<file path="src/rtl/energy_pulse_pkg.sv">
package energy_pulse_pkg;

  typedef enum logic [1:0] {
    SQ_IDLE = 2'd0,
    SQ_ACT  = 2'd1,
    SQ_GAP  = 2'd2
  } seq_state_t;

  // Stepper phase order {a,b}: 00 -> 01 -> 11 -> 10 -> 00 when going forward.
  function automatic logic [1:0] gray_step(input logic [1:0] ph, input logic back);
    logic [1:0] nx;
    unique case (ph)
      2'b00:   nx = back ? 2'b10 : 2'b01;
      2'b01:   nx = back ? 2'b00 : 2'b11;
      2'b11:   nx = back ? 2'b01 : 2'b10;
      default: nx = back ? 2'b11 : 2'b00;
    endcase
    return nx;
  endfunction

endpackage

</file>
<file path="src/rtl/energy_pulse_accum.sv">
module energy_pulse_accum #(
  parameter int PWR_W    = 24,
  parameter int RATE_W   = 16,
  parameter int ACC_W    = 42,
  parameter int TH_SHIFT = 30,
  parameter int PEND_MAX = 15,
  parameter int PQ_W     = 5
) (
  input  logic                     clk,
  input  logic                     rst,
  input  logic                     smp_valid,
  input  logic signed [PWR_W-1:0]  smp,
  input  logic [RATE_W-1:0]        rate,
  input  logic                     pop,
  output logic signed [ACC_W-1:0]  acc_q,
  output logic signed [PQ_W-1:0]   pend_q
);

  localparam int PROD_W = PWR_W + RATE_W + 1;
  localparam int SUM_W  = ACC_W + 2;
  localparam logic signed [SUM_W-1:0] TH_S   = SUM_W'(1) << TH_SHIFT;
  localparam logic signed [SUM_W-1:0] ACC_HI = (SUM_W'(1) << (ACC_W-1)) - SUM_W'(1);
  localparam logic signed [SUM_W-1:0] ACC_LO = -(SUM_W'(1) << (ACC_W-1));
  localparam logic signed [PQ_W-1:0]  PMAX   = PQ_W'(PEND_MAX);
  localparam logic signed [PQ_W-1:0]  PMIN   = -PQ_W'(PEND_MAX);
  localparam logic signed [PQ_W-1:0]  P_ONE  = PQ_W'(1);

  logic signed [PROD_W-1:0] prod;
  logic signed [SUM_W-1:0]  acc_ext, add_term, sum;
  logic signed [ACC_W-1:0]  acc_d;
  logic signed [PQ_W-1:0]   pend_d;
  logic                     take_pos, take_neg;

  always_comb begin
    prod     = PROD_W'(smp) * PROD_W'($signed({1'b0, rate}));
    acc_ext  = SUM_W'(acc_q);
    add_term = smp_valid ? SUM_W'(prod) : '0;
    take_pos = (acc_ext >= TH_S)  && (pend_q < PMAX);
    take_neg = (acc_ext <= -TH_S) && (pend_q > PMIN);
    sum = acc_ext + add_term;
    if (take_pos) sum = sum - TH_S;
    if (take_neg) sum = sum + TH_S;
    if (sum > ACC_HI)      acc_d = ACC_HI[ACC_W-1:0];
    else if (sum < ACC_LO) acc_d = ACC_LO[ACC_W-1:0];
    else                   acc_d = sum[ACC_W-1:0];

    pend_d = pend_q;
    if (take_pos) pend_d = pend_d + P_ONE;
    if (take_neg) pend_d = pend_d - P_ONE;
    if (pop) pend_d = pend_q[PQ_W-1] ? pend_d + P_ONE : pend_d - P_ONE;
  end

  always_ff @(posedge clk) begin
    if (rst) begin
      acc_q  <= '0;
      pend_q <= '0;
    end else begin
      acc_q  <= acc_d;
      pend_q <= pend_d;
    end
  end

endmodule

</file>
<file path="src/rtl/energy_pulse_seq.sv">
module energy_pulse_seq
  import energy_pulse_pkg::*;
#(
  parameter int PW_W = 8,
  parameter int PQ_W = 5
) (
  input  logic                    clk,
  input  logic                    rst,
  input  logic signed [PQ_W-1:0]  pend_q,
  input  logic [PW_W-1:0]         pulse_width,
  input  logic                    step_mode,
  output logic                    pop,
  output logic                    out_a,
  output logic                    out_b
);

  seq_state_t      st;
  logic [PW_W-1:0] cnt, pw_eff;
  logic            dir_q;
  logic [1:0]      ph;

  assign pw_eff = (pulse_width == '0) ? PW_W'(1) : pulse_width;
  assign pop    = (st == SQ_IDLE) && (pend_q != '0);
  assign out_a  = step_mode ? ph[1] : (st != SQ_ACT);
  assign out_b  = step_mode ? ph[0] : dir_q;

  always_ff @(posedge clk) begin
    if (rst) begin
      st    <= SQ_IDLE;
      cnt   <= '0;
      dir_q <= 1'b0;
      ph    <= 2'b00;
    end else begin
      unique case (st)
        SQ_IDLE: if (pop) begin
          st    <= SQ_ACT;
          cnt   <= pw_eff - PW_W'(1);
          dir_q <= pend_q[PQ_W-1];
          if (step_mode) ph <= gray_step(ph, pend_q[PQ_W-1]);
        end
        SQ_ACT: if (cnt == '0) begin
          st  <= SQ_GAP;
          cnt <= pw_eff - PW_W'(1);
        end else begin
          cnt <= cnt - PW_W'(1);
        end
        SQ_GAP: if (cnt == '0) st <= SQ_IDLE;
                else           cnt <= cnt - PW_W'(1);
        default: st <= SQ_IDLE;
      endcase
    end
  end

endmodule

</file>
<file path="src/rtl/energy_pulse_gen.sv">
module energy_pulse_gen #(
  parameter int PWR_W    = 24,
  parameter int RATE_W   = 16,
  parameter int ACC_W    = PWR_W + RATE_W + 2,
  parameter int TH_SHIFT = 30,
  parameter int PEND_MAX = 15,
  parameter int PW_W     = 8
) (
  input  logic                    clk,
  input  logic                    rst,
  input  logic                    s_valid,
  output logic                    s_ready,
  input  logic signed [PWR_W-1:0] s_power,
  input  logic [RATE_W-1:0]       pulse_rate,
  input  logic [PW_W-1:0]         pulse_width,
  input  logic                    step_mode,
  output logic                    out_a,
  output logic                    out_b
);

  localparam int PQ_W = $clog2(PEND_MAX + 1) + 1;

  logic signed [ACC_W-1:0] acc_q;
  logic signed [PQ_W-1:0]  pend_q;
  logic                    pop;

  assign s_ready = 1'b1;

  energy_pulse_accum #(
    .PWR_W(PWR_W), .RATE_W(RATE_W), .ACC_W(ACC_W),
    .TH_SHIFT(TH_SHIFT), .PEND_MAX(PEND_MAX), .PQ_W(PQ_W)
  ) u_accum (
    .clk(clk), .rst(rst), .smp_valid(s_valid), .smp(s_power),
    .rate(pulse_rate), .pop(pop), .acc_q(acc_q), .pend_q(pend_q)
  );

  energy_pulse_seq #(.PW_W(PW_W), .PQ_W(PQ_W)) u_seq (
    .clk(clk), .rst(rst), .pend_q(pend_q), .pulse_width(pulse_width),
    .step_mode(step_mode), .pop(pop), .out_a(out_a), .out_b(out_b)
  );

endmodule

</file>
<file path="config.mk">
export PLATFORM = sky130hd
export DESIGN_NAME = energy_pulse_gen
export DESIGN_NICKNAME = d
export VERILOG_FILES = /design/src/rtl/energy_pulse_pkg.sv /design/src/rtl/energy_pulse_accum.sv /design/src/rtl/energy_pulse_seq.sv /design/src/rtl/energy_pulse_gen.sv
export SDC_FILE = /design/constraint.sdc
export NUM_CORES = 1
export LEC_CHECK = 0
export BUFFER_PORTS_ARGS = -buffer_cell sky130_fd_sc_hd__buf_2
export CORE_MARGIN = 5
export CORE_UTILIZATION = 37
export DETAILED_ROUTE_END_ITERATION = 8
export GPL_TIMING_DRIVEN = 1
export PLACE_DENSITY = 0.5
export SLEW_MARGIN = 20
export SYNTH_ARGS = -nofsm -noshare
export SYNTH_HDL_FRONTEND = slang
export SYNTH_SLANG_ARGS = --single-unit
</file>
<file path="constraint.sdc">
create_clock -name clk -period 13.4 [get_ports clk]
set_clock_uncertainty 0.1 [all_clocks]
set_input_delay 1.34 -clock clk [delete_from_list [all_inputs] [get_ports clk]]
set_output_delay 1.34 -clock clk [all_outputs]
set_load 0.05 [all_outputs]
</file>
* Word-level counts from Yosys, hierarchy flattened
Index checks and enable logic that the tools add are counted.
Operators by class: add/subtract/negate cells 9, multiply operators 1, $lt $le $gt $ge 6, equality and inequality tests 9, muxes and demuxes 25, reductions and logical operators 14
Operator list (number):
- 44-bit two-way mux | 3
- 42-bit by 44-bit adder with 44-bit output | 1
- 44-bit by 32-bit adder with 44-bit output (second input constant) | 1
- 44-bit by 42-bit greater-than comparator with 1-bit output (second input constant) | 1
- 44-bit by 42-bit less-than comparator with 1-bit output (second input constant) | 1
- 44-bit by 32-bit subtractor with 44-bit output (second input constant) | 1
- 42-bit by 32-bit >= comparator with 1-bit output (second input constant) | 1
- 42-bit by 31-bit less-or-equal comparator with 1-bit output (second input constant) | 1
- 42-bit two-way mux | 1
- 24-bit by 17-bit multiplier with 41-bit output | 1
- 41-bit two-way mux | 1
- 8-bit two-way mux | 4
- 8-bit one-hot mux with 3 select lines | 1
- 5-bit two-way mux | 4
- 8-bit zero test | 2
- 8-bit by 1-bit subtractor with 8-bit output (second input constant) | 2
- 2-bit two-way mux | 7
- 2-bit one-hot mux with 3 select lines | 2
- 5-bit by 2-bit adder with 5-bit output (second input constant) | 2
- 5-bit by 2-bit subtractor with 5-bit output (second input constant) | 2
- 3-bit AND reduction | 3
- 2-bit by 1-bit != test with 1-bit output (second input constant) | 3
- 5-bit greater-than comparator (second input constant) | 1
- 5-bit less-than comparator (second input constant) | 1
- 10 further kinds | 17
Word-level totals: flip-flop bits (word level) 60, input bits 52, output and inout bits 3, logic and storage cells 71

* Longest topological paths before layout
depth after elaboration 10, mapped depth 47, depth with buffers taken out 43

* Cells and area by module
Synthesis repeated with hierarchy kept, for this count alone.
Unflattened totals: cells, all modules 2434, area, all modules 20335.8 µm²
Modules (own cells, without submodules):
- energy_pulse_accum | times used 1, cells each 2297, area each 19302.3 µm², seq. area each 940.9 µm²
- energy_pulse_seq | times used 1, cells each 135, area each 1022.2 µm², seq. area each 260.2 µm²
- energy_pulse_gen | times used 1, cells each 2, area each 11.3 µm², seq. area each 0.0 µm²

* Worst setup path before layout
No wires, ideal clock.
kind input-to-reg, start point input port pulse_rate[7], end point register u_accum.acc_q[31], setup time 67 ps, data arrival time 10701 ps, setup slack 2532 ps, stages 42, cell sequence clkbuf_1 and2_1 fa_1 inv_1 fa_1 fa_1 inv_1 fa_1 fa_1 inv_1 fa_1 inv_1 ha_1 a21o_1 a21o_1 a21oi_1 nand2b_1 a31o_2 [6 not listed] xor2_1 nor2_1 ha_1 a21oi_1 o21a_1 nand2_1 o21ai_0 a21oi_1 xor2_1 inv_1 ha_1 or2_2 a211oi_2 a21bo_2 or4_1 a41o_1 buf_6 o21ai_2
On the way: cells in the longest elaborated chain, start to end 10
Ends and longest elaborated chain:
- start: declaration | line energy_pulse_gen.sv:14 | input logic [RATE_W-1:0] pulse_rate,
- 24-bit by 17-bit multiplier with 41-bit output (*) | line energy_pulse_accum.sv:35 | prod = PROD_W'(smp) * PROD_W'($signed({1'b0, rate}));
- 44-bit two-way mux (*) | line energy_pulse_accum.sv:37 | add_term = smp_valid ? SUM_W'(prod) : '0;
- 42-bit by 44-bit adder with 44-bit output (*) | line energy_pulse_accum.sv:40 | sum = acc_ext + add_term;
- 44-bit by 32-bit subtractor with 44-bit output | line energy_pulse_accum.sv:41 | if (take_pos) sum = sum - TH_S;
- 44-bit two-way mux (*) | line energy_pulse_accum.sv:41
- 44-bit by 32-bit adder with 44-bit output | line energy_pulse_accum.sv:42 | if (take_neg) sum = sum + TH_S;
- 44-bit two-way mux (*) | line energy_pulse_accum.sv:42
- 44-bit by 42-bit less-than comparator with 1-bit output | line energy_pulse_accum.sv:44 | else if (sum < ACC_LO) acc_d = ACC_LO[ACC_W-1:0];
- 42-bit two-way mux | line energy_pulse_accum.sv:44
- 41-bit two-way mux (*) | line energy_pulse_accum.sv:43 | if (sum > ACC_HI) acc_d = ACC_HI[ACC_W-1:0];
- end signal: assignment | line energy_pulse_accum.sv:55 | acc_q <= '0;
- end signal: assignment | line energy_pulse_accum.sv:58 | acc_q <= acc_d;
- end: declaration | line energy_pulse_accum.sv:15 | output logic signed [ACC_W-1:0] acc_q,
Every way passes the cells marked *; elsewhere a longest branch is shown, timed or not. A chain may end at the register's enable or synchronous reset.

* Worst setup path in the final report
start point input port pulse_rate[10], end point register u_accum.acc_q[0]
The elaborated chain is that of the path after synthesis.

==> out/results.ini <==
[critical_path]
reg2reg_from = u_accum.acc_q[0]
reg2reg_slack_ns = 7.80
cp_slowest_stage_delay_ns = 0.82
end_kind = flop
cp_data_arrival_time_ns = 12.33
crit_top_cell = fa_1
worstRegToRegCells = 18
cp_slowest_cell = a211o_2
worst-path-max-fanout = 41
crit_type = in2reg
cp-start-kind = primary input
worstPathRequired_ns = 13.48
worst_r2r_endpoint = u_accum.acc_q[0]

[global_route]
grt_antenna_before_repair = 0
grt_max_degree = 42
grt_overflow = 0
grt_pass1_vias = 16700
grt_pass1_wl_mm = 87.9
grt_usage = 0.180

[yosys]
synth_top_area_frac = 0.377
syn_area_per_cell_um2 = 8.35
synthesis.nets = 3000
yosys.area.top_type = fa_1
synthFlopType = dfxtp_1
syn-cell-area_um2 = 20100
synth_edf_count = 0
ys_types = 79
syn_inst = 2410
seq_area_frac_synth = 0.0597
yosys_warnings = 0
ys_top_cells_by_area = fa_1 (38%), ha_1 (9.9%), inv_1 (9.3%)
async_reset_ff_frac = 0
ys_ff_latch = 60

[drt]
firstDrtPassIters = 5
viasPerCell = 5.03
vias = 15500
wl_met3_mm = 1.87
wl_mm = 52.2
wl_met2_mm = 23.9
postRouteAntennaNets = 0
wl_met1_mm = 25.6
drt_iter0_drc = 702
detail_route.wl_per_cell_um = 16.9
routed.top_layer = met4
drc = 0

[floorplanning]
die_width_um = 243
rows = 85
die_h_um = 243
initial_core_util = 0.374
core_region_area_um2 = 53800
boundaryPins = 55
dieArea_um2 = 59100

[clock_network]
cts_tree = yes
post_cts_buffers = 0
cts-buffers-inserted = 9
clkLatencyLatePin_ns = 0.34
cts_resized = 0
clockBufferDepth = 2
cts_max_level = 3
cts-hold-fix-buffers = 0
cts_sinks = 60
clkTransAtPathRegs_ns = 0.06
root_buffer = clkbuf_16

[timing]
hold_violations = 0
min_period_ns = 12.25
hold_slack_ns = 0.388
worst_slew_pin_slew_ns = 1.07
setup-tns-final_ns = 0
fin_crit_sh = 0.914
setup_viol = 0
fmax_mhz = 81.6
timing.slew.headroom = 0.286
rsz0062_at_grt = no
maxSlewViolCount = 0

[final_layout]
design_area_um2 = 21200
layout-drive-gt1-share = 0.0552
final_cell_count_no_fill = 3087
nNetsFinal = 2976
syn_to_final_growth_pct = 5.43
diodes = 0

[worst_hold_path]
min-delay-start = u_seq.ph[0]
hold_class = reg2reg
min_to = u_seq.ph[0]
hold_depth = 2

[place]
dp_cells = 3071
hpwlAfterDp_mm = 42.9
globalplace.congestion = 0.873
numPortBuffers = 53
postPlaceCellArea_um2 = 20900

[outcome]
status = finished, final reports clean

[run]
max_cap_violations = 0

-- cell usage after synthesis, drive strengths merged, types with 9 or more instances --
cell    instances
nand3          32
inv           502
clkbuf         74
o21a           16
o211ai         13
and3           16
nand2b          9
nor2b          13
fa            379
xnor2          59
xor2           42
a21o           32
nand2         297
buf            15
nor4           15
nor3           29
a21oi         101
nor2          102
and2          184
dfxtp          60
ha            159
a31oi          11
a211oi         18
o21ai         107
o21bai          9
or2             9
nand4          23
-- cell type report --
cell class | count | area, µm²
fill | 5568 | 32600
clock buffer | 9 | 225
timing repair buffer | 54 | 273
tap | 696 | 871
multi-input combinational | 1759 | 16700
inverter | 502 | 1880
clock inverter | 7 | 98.8
sequential | 60 | 1200
-- state kept, by name (all words and copies together), names as in the netlist --
name            flops
u_accum.acc_q      42
u_seq.cnt           8
u_accum.pend_q      5
u_seq.ph            2
u_seq.st            2
u_seq.dir_q         1
-- stage by stage --
stage	utilization	setup WS [ns]
after global routing	0.394	0.313
after CTS	0.394	1.12
after detailed placement	0.388	0.825
final	0.394	1.15
after global placement	0.388	1.01
after floorplan	-	2.53
-- per-layer routing --
metal,global-route usage,up-vias
li1,-,7462
met1,0.265,7725
met2,0.291,281
met3,0.0196,57
met4,0.0334,0
met5,0,-
-- how the worst max path moves through the flow --
stage	cells past startpoint	end	from
after global routing	40	u_accum.acc_q[0]	pulse_rate[10]
after global placement	40	u_accum.acc_q[17]	pulse_rate[10]
after CTS	40	u_accum.acc_q[39]	pulse_rate[10]
final	40	u_accum.acc_q[0]	pulse_rate[10]
after floorplan	42	u_accum.acc_q[31]	pulse_rate[7]
after detailed placement	40	u_accum.acc_q[39]	pulse_rate[10]
-- worst max-delay path: cells and delay by family --
kind                     cells  cell delay (ns)
adder cells (fa/ha/maj)      8             3.93
AO/OA/AOI/OAI               14             3.93
AND/OR/NAND/NOR             11             2.18
buffers and inverters        6             0.73
XOR/XNOR                     1             0.16
-- logic make-up (layout without fill, tap and decap cells) --
kind of cell,count (synthesis),after routing,synth area share
AOI/OAI and AO/OA,356,356,0.116
muxes,11,11,0.00647
xor gates and xnor gates,101,101,0.0443
buffers and inverters,591,572,0.113
other,1,1,0.000186
DFF,60,60,0.0597
and+or+nand+nor,752,752,0.184
adders and majority gates,538,538,0.476
-- layout by cell type, fill, tap and decap left out, types with 6 or more instances in the layout --
| cell type | n |
|---|---|
| nand2b_1 | 9 |
| xor2_1 | 42 |
| o21a_1 | 16 |
| and2_1 | 184 |
| a21o_1 | 32 |
| or2_2 | 8 |
| or3_1 | 6 |
| a211oi_1 | 14 |
| nor2_1 | 102 |
| mux2i_1 | 7 |
| nor4_1 | 12 |
| inv_1 | 501 |
| a22oi_1 | 8 |
| nand2_1 | 297 |
| o211ai_1 | 13 |
| clkbuf_16 | 9 |
| o21ai_0 | 61 |
| dfxtp_1 | 60 |
| xnor2_1 | 58 |
| a21oi_1 | 99 |
| nor3_1 | 28 |
| a31oi_1 | 11 |
| nand3_1 | 31 |
| and3_1 | 16 |
| ha_1 | 159 |
| o21ai_2 | 28 |
| o21ai_1 | 18 |
| nand4_1 | 23 |
| buf_2 | 53 |
| nor2b_1 | 13 |
| fa_1 | 379 |
| o21bai_1 | 9 |
Power is left out: the tool's default activity adds up to more than one toggle a clock period on the data nets, which glitch-free logic cannot reach.
